--- config.mk ---
export PLATFORM = sky130hd
export DESIGN_NAME = fpcmp_unit
export DESIGN_NICKNAME = d
export VERILOG_FILES = /design/src/rtl/fpcmp_unit.sv
export SDC_FILE = /design/constraint.sdc
export NUM_CORES = 1
export LEC_CHECK = 0
export ABC_AREA = 1
export CORE_UTILIZATION = 42
export DETAILED_ROUTE_END_ITERATION = 6
export GPL_ROUTABILITY_DRIVEN = 1
export HOLD_SLACK_MARGIN = 0.15
export PLACE_DENSITY = 0.82
export SLEW_MARGIN = 30
export SYNTH_ARGS = -nofsm -noshare
export SYNTH_HDL_FRONTEND = slang
export SYNTH_SLANG_ARGS = --single-unit
--- constraint.sdc ---
create_clock -name clk -period 3.6 [get_ports clk]
set_input_delay 0.72 -clock clk [delete_from_list [all_inputs] [get_ports clk]]
set_output_delay 0.72 -clock clk [all_outputs]
set_load 0.1 [all_outputs]
--- src/rtl/fpcmp_unit.sv ---
module fpcmp_unit #(
  parameter int LANES = 2,
  parameter int CSR_W = 16,
  parameter logic [CSR_W-1:0] CSR_RESET = 16'h0180
) (
  input  logic               clk,
  input  logic               rst_n,
  input  logic               issue,
  input  logic               packed_mode,
  input  logic [2:0]         pred,
  input  logic [32*LANES-1:0] op_a,
  input  logic [32*LANES-1:0] op_b,
  input  logic               csr_wr,
  input  logic [CSR_W-1:0]   csr_wdata,
  output logic [32*LANES-1:0] result,
  output logic               fault,
  output logic [CSR_W-1:0]   csr_q
);
  localparam int B_IF  = 0;
  localparam int B_DF  = 1;
  localparam int B_DAZ = 6;
  localparam int B_IM  = 7;
  localparam int B_DM  = 8;

  localparam logic [2:0] C_EQ = 3'd0, C_LT = 3'd1, C_LE = 3'd2, C_UN = 3'd3,
                         C_NE = 3'd4, C_NLT = 3'd5, C_NLE = 3'd6, C_ORD = 3'd7;

  wire daz      = csr_q[B_DAZ];
  wire sig_pred = (pred == C_LT) || (pred == C_LE) || (pred == C_NLT) || (pred == C_NLE);

  logic [LANES-1:0] hit, inv_v, den_v;
  logic [31:0]      res_q [LANES];

  wire inv_hit = |inv_v;
  wire den_hit = |den_v & ~inv_hit;
  wire fault_d = issue & ((inv_hit & ~csr_q[B_IM]) | (den_hit & ~csr_q[B_DM]));

  for (genvar i = 0; i < LANES; i++) begin : g_lane
    wire [31:0] ra = op_a[32*i +: 32];
    wire [31:0] rb = op_b[32*i +: 32];
    wire on    = packed_mode | (i == 0);

    wire a_nan = (&ra[30:23]) & (|ra[22:0]);
    wire b_nan = (&rb[30:23]) & (|rb[22:0]);
    wire a_den = ~(|ra[30:23]) & (|ra[22:0]);
    wire b_den = ~(|rb[30:23]) & (|rb[22:0]);
    wire snan  = (a_nan & ~ra[22]) | (b_nan & ~rb[22]);
    wire qnan  = (a_nan & ra[22]) | (b_nan & rb[22]);

    wire [31:0] xa = (daz & a_den) ? {ra[31], 31'd0} : ra;
    wire [31:0] xb = (daz & b_den) ? {rb[31], 31'd0} : rb;

    wire un    = a_nan | b_nan;
    wire zz    = ~(|xa[30:0]) & ~(|xb[30:0]);
    wire eq    = (xa == xb) | zz;
    logic lt;
    always_comb begin
      if (xa[31] != xb[31]) lt = xa[31] & ~zz;
      else if (!xa[31])     lt = xa[30:0] < xb[30:0];
      else                  lt = xa[30:0] > xb[30:0];
    end

    always_comb begin
      case (pred)
        C_EQ:    hit[i] = ~un & eq;
        C_LT:    hit[i] = ~un & lt;
        C_LE:    hit[i] = ~un & (lt | eq);
        C_UN:    hit[i] = un;
        C_NE:    hit[i] = un | ~eq;
        C_NLT:   hit[i] = un | ~lt;
        C_NLE:   hit[i] = un | ~(lt | eq);
        default: hit[i] = ~un;
      endcase
    end

    assign inv_v[i] = on & (snan | (qnan & sig_pred));
    assign den_v[i] = on & ~daz & (a_den | b_den);

    always_ff @(posedge clk) begin
      if (!rst_n)                   res_q[i] <= '0;
      else if (issue & on & ~fault_d) res_q[i] <= {32{hit[i]}};
    end

    assign result[32*i +: 32] = res_q[i];
  end

  logic [CSR_W-1:0] raise;
  always_comb begin
    raise = '0;
    raise[B_IF] = issue & inv_hit;
    raise[B_DF] = issue & den_hit;
  end

  always_ff @(posedge clk) begin
    if (!rst_n) begin
      csr_q <= CSR_RESET;
      fault <= 1'b0;
    end else begin
      csr_q <= (csr_wr ? csr_wdata : csr_q) | raise;
      fault <= fault_d;
    end
  end

  p_fault_hold_r8: assert property (@(posedge clk) disable iff (!rst_n)
    fault |-> result == $past(result));

  p_fault_flag_r8: assert property (@(posedge clk) disable iff (!rst_n)
    fault |-> (csr_q[B_IF] | csr_q[B_DF]));

  p_sticky_inv_r9: assert property (@(posedge clk) disable iff (!rst_n)
    ($past(csr_q[B_IF]) && !$past(csr_wr)) |-> csr_q[B_IF]);

  p_sticky_den_r9: assert property (@(posedge clk) disable iff (!rst_n)
    ($past(csr_q[B_DF]) && !$past(csr_wr)) |-> csr_q[B_DF]);

  p_daz_quiet_r7: assert property (@(posedge clk) disable iff (!rst_n)
    ($rose(csr_q[B_DF]) && !$past(csr_wr)) |-> !$past(csr_q[B_DAZ]));

  p_idle_hold_r11: assert property (@(posedge clk) disable iff (!rst_n)
    !$past(issue) |-> $stable(result));
endmodule

==> impl_metrics.toml <==
[layout]
drive_gt1_share_pct = 28.9
insertedDiodeCount = 0
layout.core_utilization_pct = 77.9
instances_no_fill = 1291
design.final.nets = 1370
area_delta_synth_final_pct = 77.6
final_layout_fill_cell_count = 764

[timing]
max_freq_ghz = 0.271
setup-violations-final = 1
final.period_utilization_pct = 103
rsz0062_at_grt = "true"
timing.final.hold_violations = 0
slew_headroom_pct = 33.9
timing_max_transition_violations_final = 0
fin_skew_ns = 0.000839
timing.final.ws_setup_ns = -0.0937
worst_slew_pin_slew_ns = 0.989
shortest_clock_period_the_worst_path_allows_after_layout_ns = 3.69

[synth]
synthFlopType = "sky130_fd_sc_hd__dfxtp_1"
ys_seq_elements = 19
synth_fa_ha_area_share_pct = 16.9
post_synth_xor_area_fraction_pct = 0
main_combinational_cell_family_by_area_after_synthesis = "simple AND/OR/NAND/NOR gates"
mappedNetlistArea_sq_um = 4590
synth-edff-count = 2
synth_compound_gate_area_share_pct = 10.6
post_synth_and_or_nand_nor_area_fraction_pct = 42.3
ys_types = 35
yosys-mux-area-fraction_pct = 0
gate_count_of_the_mapped_netlist = 826
postSynth.asyncResetShare_pct = 0
synth_warnings = 0
mappedNetlistNets = 1040
per_instance_average_area_after_synthesis_sq_um = 5.55
synth_sequential_area_ratio_pct = 8.73

[setup_path]
ff2ff_path_depth = 19
worst_setup_path_start_kind = "input pin"
worst_ep_required_time_ns = 3.62
critical_path.max_stage_delay_ns = 0.51
critical_path.n_buffers_inverters = 6
critical_path.max_fanout = 6
worst_setup_path_end_kind = "register"
worstPathCellList = "clkdlybuf4s50_1 -> nor2_1 -> nand2_1 -> nor2_2 -> nand3_2 -> nand3_4 -> buf_12 -> buf_4 -> nand2_1 -> inv_1 -> ha_1 -> nand2_1 -> buf_4 -> nor4_2 -> buf_4 -> nand2_1 -> nand3_1 -> nand2_1 -> nand2_1 -> nand2_1 -> nand2_1 -> a21oi_1 -> nor2_1 -> nor2_1"
timing.critical_path.mode_cell = "sky130_fd_sc_hd__nand2_1"
timing.critical_path.depth = 24
worst-setup-path-type = "in -> reg"
critical_path.slowest_cell = "sky130_fd_sc_hd__clkdlybuf4s50_1"
crit_family = "simple AND/OR/NAND/NOR gates"
data_arrival_time_of_the_worst_path_ns = 3.72

[run_status]
status = "finished with violations"
failed_checks = "setup timing"

[clock_network]
cts.reportedPaths.clkPinSlew_ns = 0.07
clock_sink_count = 19
clock_path_buffers = 2
inserted_clock_buffers = 3
clk_root_buffer_cell = "sky130_fd_sc_hd__clkbuf_8"
cts_tree = "done"
htree_num_levels = 1
clock_insertion_delay_worst_skew_ns = 0.26

[global_routing]
first_global_vias = 5797
grt_max_degree = 33
grt.overflow.total = 0
grt_use_total_pct = 27.5
antenna_found_initial = 0
wire_length_of_the_first_global_routing_pass_um = 25800

[floorplan]
start_util_pct = 43.9
floorplan.io_pins = 233
placement_rows = 37
die_height_um = 107
die_area_sq_um = 11300
chipWidth_um = 107
core_region_area_sq_um = 10500

[pwr]
leakagePower_nw = 4.56
powerDensity_nw_per_um2 = 212
ir_drop_mv = 0.420

[drt]
postRouteAntennaNets = 0
post_drt_via_cell_ratio = 5.04
drt_first_iter_violations = 465
drtPass1Iterations = 5
route.vias.total = 6501
wl_per_cell_um = 14.5
routed_wirelength_um = 18700
drc = 0

[placed_design]
port_buffers = 232
place.gp.congestion = 0.978
placement.setup.worst_slack_ns = -0.353
placed_cells = 1261
dp.final_hpwl_um = 13600

[worst_hold_path]
min_path_type = "reg -> reg"
worstHoldPathCells = 2

[job]
timing.max_cap.violations = 0
cells in the final DEF (no fill, tap or decap), drive strengths merged:
| cell | netlist | final |
|---|---|---|
| nor3 | 6 | 6 |
| o21bai | 1 | 1 |
| ha | 62 | 62 |
| nand3b | 1 | 1 |
| o41ai | 3 | 3 |
| nor4 | 3 | 3 |
| dlymetal6s2s | 0 | 32 |
| o211ai | 1 | 1 |
| or2 | 1 | 1 |
| buf | 66 | 245 |
| o21ba | 1 | 1 |
| dfxtp | 17 | 17 |
| o221ai | 1 | 1 |
| o21ai | 36 | 36 |
| clkdlybuf4s50 | 0 | 135 |
| o21a | 1 | 1 |
| nand4 | 15 | 15 |
| nand3 | 31 | 32 |
| edfxtp | 2 | 2 |
| a31oi | 3 | 3 |
| inv | 102 | 102 |
| nor2 | 148 | 148 |
| nand2 | 254 | 254 |
| clkbuf | 26 | 8 |
| nor4b | 1 | 1 |
| nor3b | 1 | 1 |
| a21oi | 43 | 43 |
per-stage QoR:
stage          setup TNS, ns  hold WS, ns  power (mW)  area (sq um)
2_1_floorplan              0        0.836        1.12          4590
3_5_place_dp          -0.563        0.480        1.53          7540
3_3_place_gp          -0.514        0.470        1.52          7540
4_1_cts                    0        0.497        1.69          7630
5_1_grt               -0.440        0.523        1.82          8150
6_report             -0.0937        0.496        1.73          8150
registers in the layout (all words and copies together), names as in the netlist:
| signal | count |
|---|---|
| csr_q | 16 |
| fault | 1 |
| res_q | 2 |
area by class of cell:
type | instances | area, sq um | share of cell area [%]
clock buffer | 4 | 45.0 | 0.553
inverter | 102 | 383 | 4.70
multi-input combinational | 614 | 3410 | 41.8
sequential | 19 | 400 | 4.91
tap | 136 | 170 | 2.09
timing repair buffer | 416 | 3740 | 45.9
cell families (layout without fill, tap and decap cells):
group	after synthesis	after routing
AOI/OAI and AO/OA	90	90
and+or+nand+nor	461	462
buffers and inverters	194	522
DFF	19	19
adders and majority gates	62	62
worst register-to-register path, stage by stage, from the launching register on:
cell                      delay (ns)
sky130_fd_sc_hd__dfxtp_1        0.76
sky130_fd_sc_hd__nand3_4        0.20
sky130_fd_sc_hd__buf_12         0.19
sky130_fd_sc_hd__buf_4          0.15
sky130_fd_sc_hd__nand2_1        0.12
sky130_fd_sc_hd__inv_1          0.07
sky130_fd_sc_hd__ha_1           0.27
sky130_fd_sc_hd__nand2_1        0.07
sky130_fd_sc_hd__buf_4          0.14
sky130_fd_sc_hd__nor4_2         0.33
sky130_fd_sc_hd__buf_4          0.19
sky130_fd_sc_hd__nand2_1        0.05
sky130_fd_sc_hd__nand3_1        0.06
sky130_fd_sc_hd__nand2_1        0.05
sky130_fd_sc_hd__nand2_1        0.05
sky130_fd_sc_hd__nand2_1        0.07
sky130_fd_sc_hd__nand2_1        0.06
sky130_fd_sc_hd__a21oi_1        0.06
sky130_fd_sc_hd__nor2_1         0.09
sky130_fd_sc_hd__nor2_1         0.04
synthesized netlist by cell type, drive strengths merged, types with 2 or more instances:
cell type	instances	share of area, %
nand2	254	22
nor2	148	13
inv	102	8.3
buf	66	11
ha	62	17
a21oi	43	4.7
o21ai	36	4.0
nand3	31	4.0
clkbuf	26	2.1
dfxtp	17	7.4
nand4	15	2.0
nor3	6	0.65
a31oi	3	0.41
nor4	3	0.41
o41ai	3	0.57
edfxtp	2	1.3
metal layers:
metal	global-route usage, %	routed length (um)	up-vias
li1	-	-	3204
met1	33.2	7390	2893
met2	51.8	9320	340
met3	2.51	1340	64
met4	6.95	651	0
met5	0	0	-
path summary, 6_finish.rpt:
kind	slack, ns	start	end
worst min register to register	0.50	csr_q[7]	csr_q[7]
worst min-delay path	0.50	csr_q[7]	csr_q[7]
worst max-delay path	-0.09	op_a[42]	res_q[1][30]
worst max register to register	0.34	csr_q[6]	res_q[1][30]
timing repair:
item,4_1_cts,5_1_grt
pin swaps,0,48
buffers inserted,2,18
cloned,1,5
gates resized for setup,4,105
hold buffers,0,0
setup endpoints to repair,1,2
where the power goes:
group          switching, mW  leakage, nW  internal, mW
registers             0.0246        0.162         0.228
logic                  0.866         4.38         0.458
clock network         0.0712       0.0228        0.0788
Power figures use the tool's default switching activity.
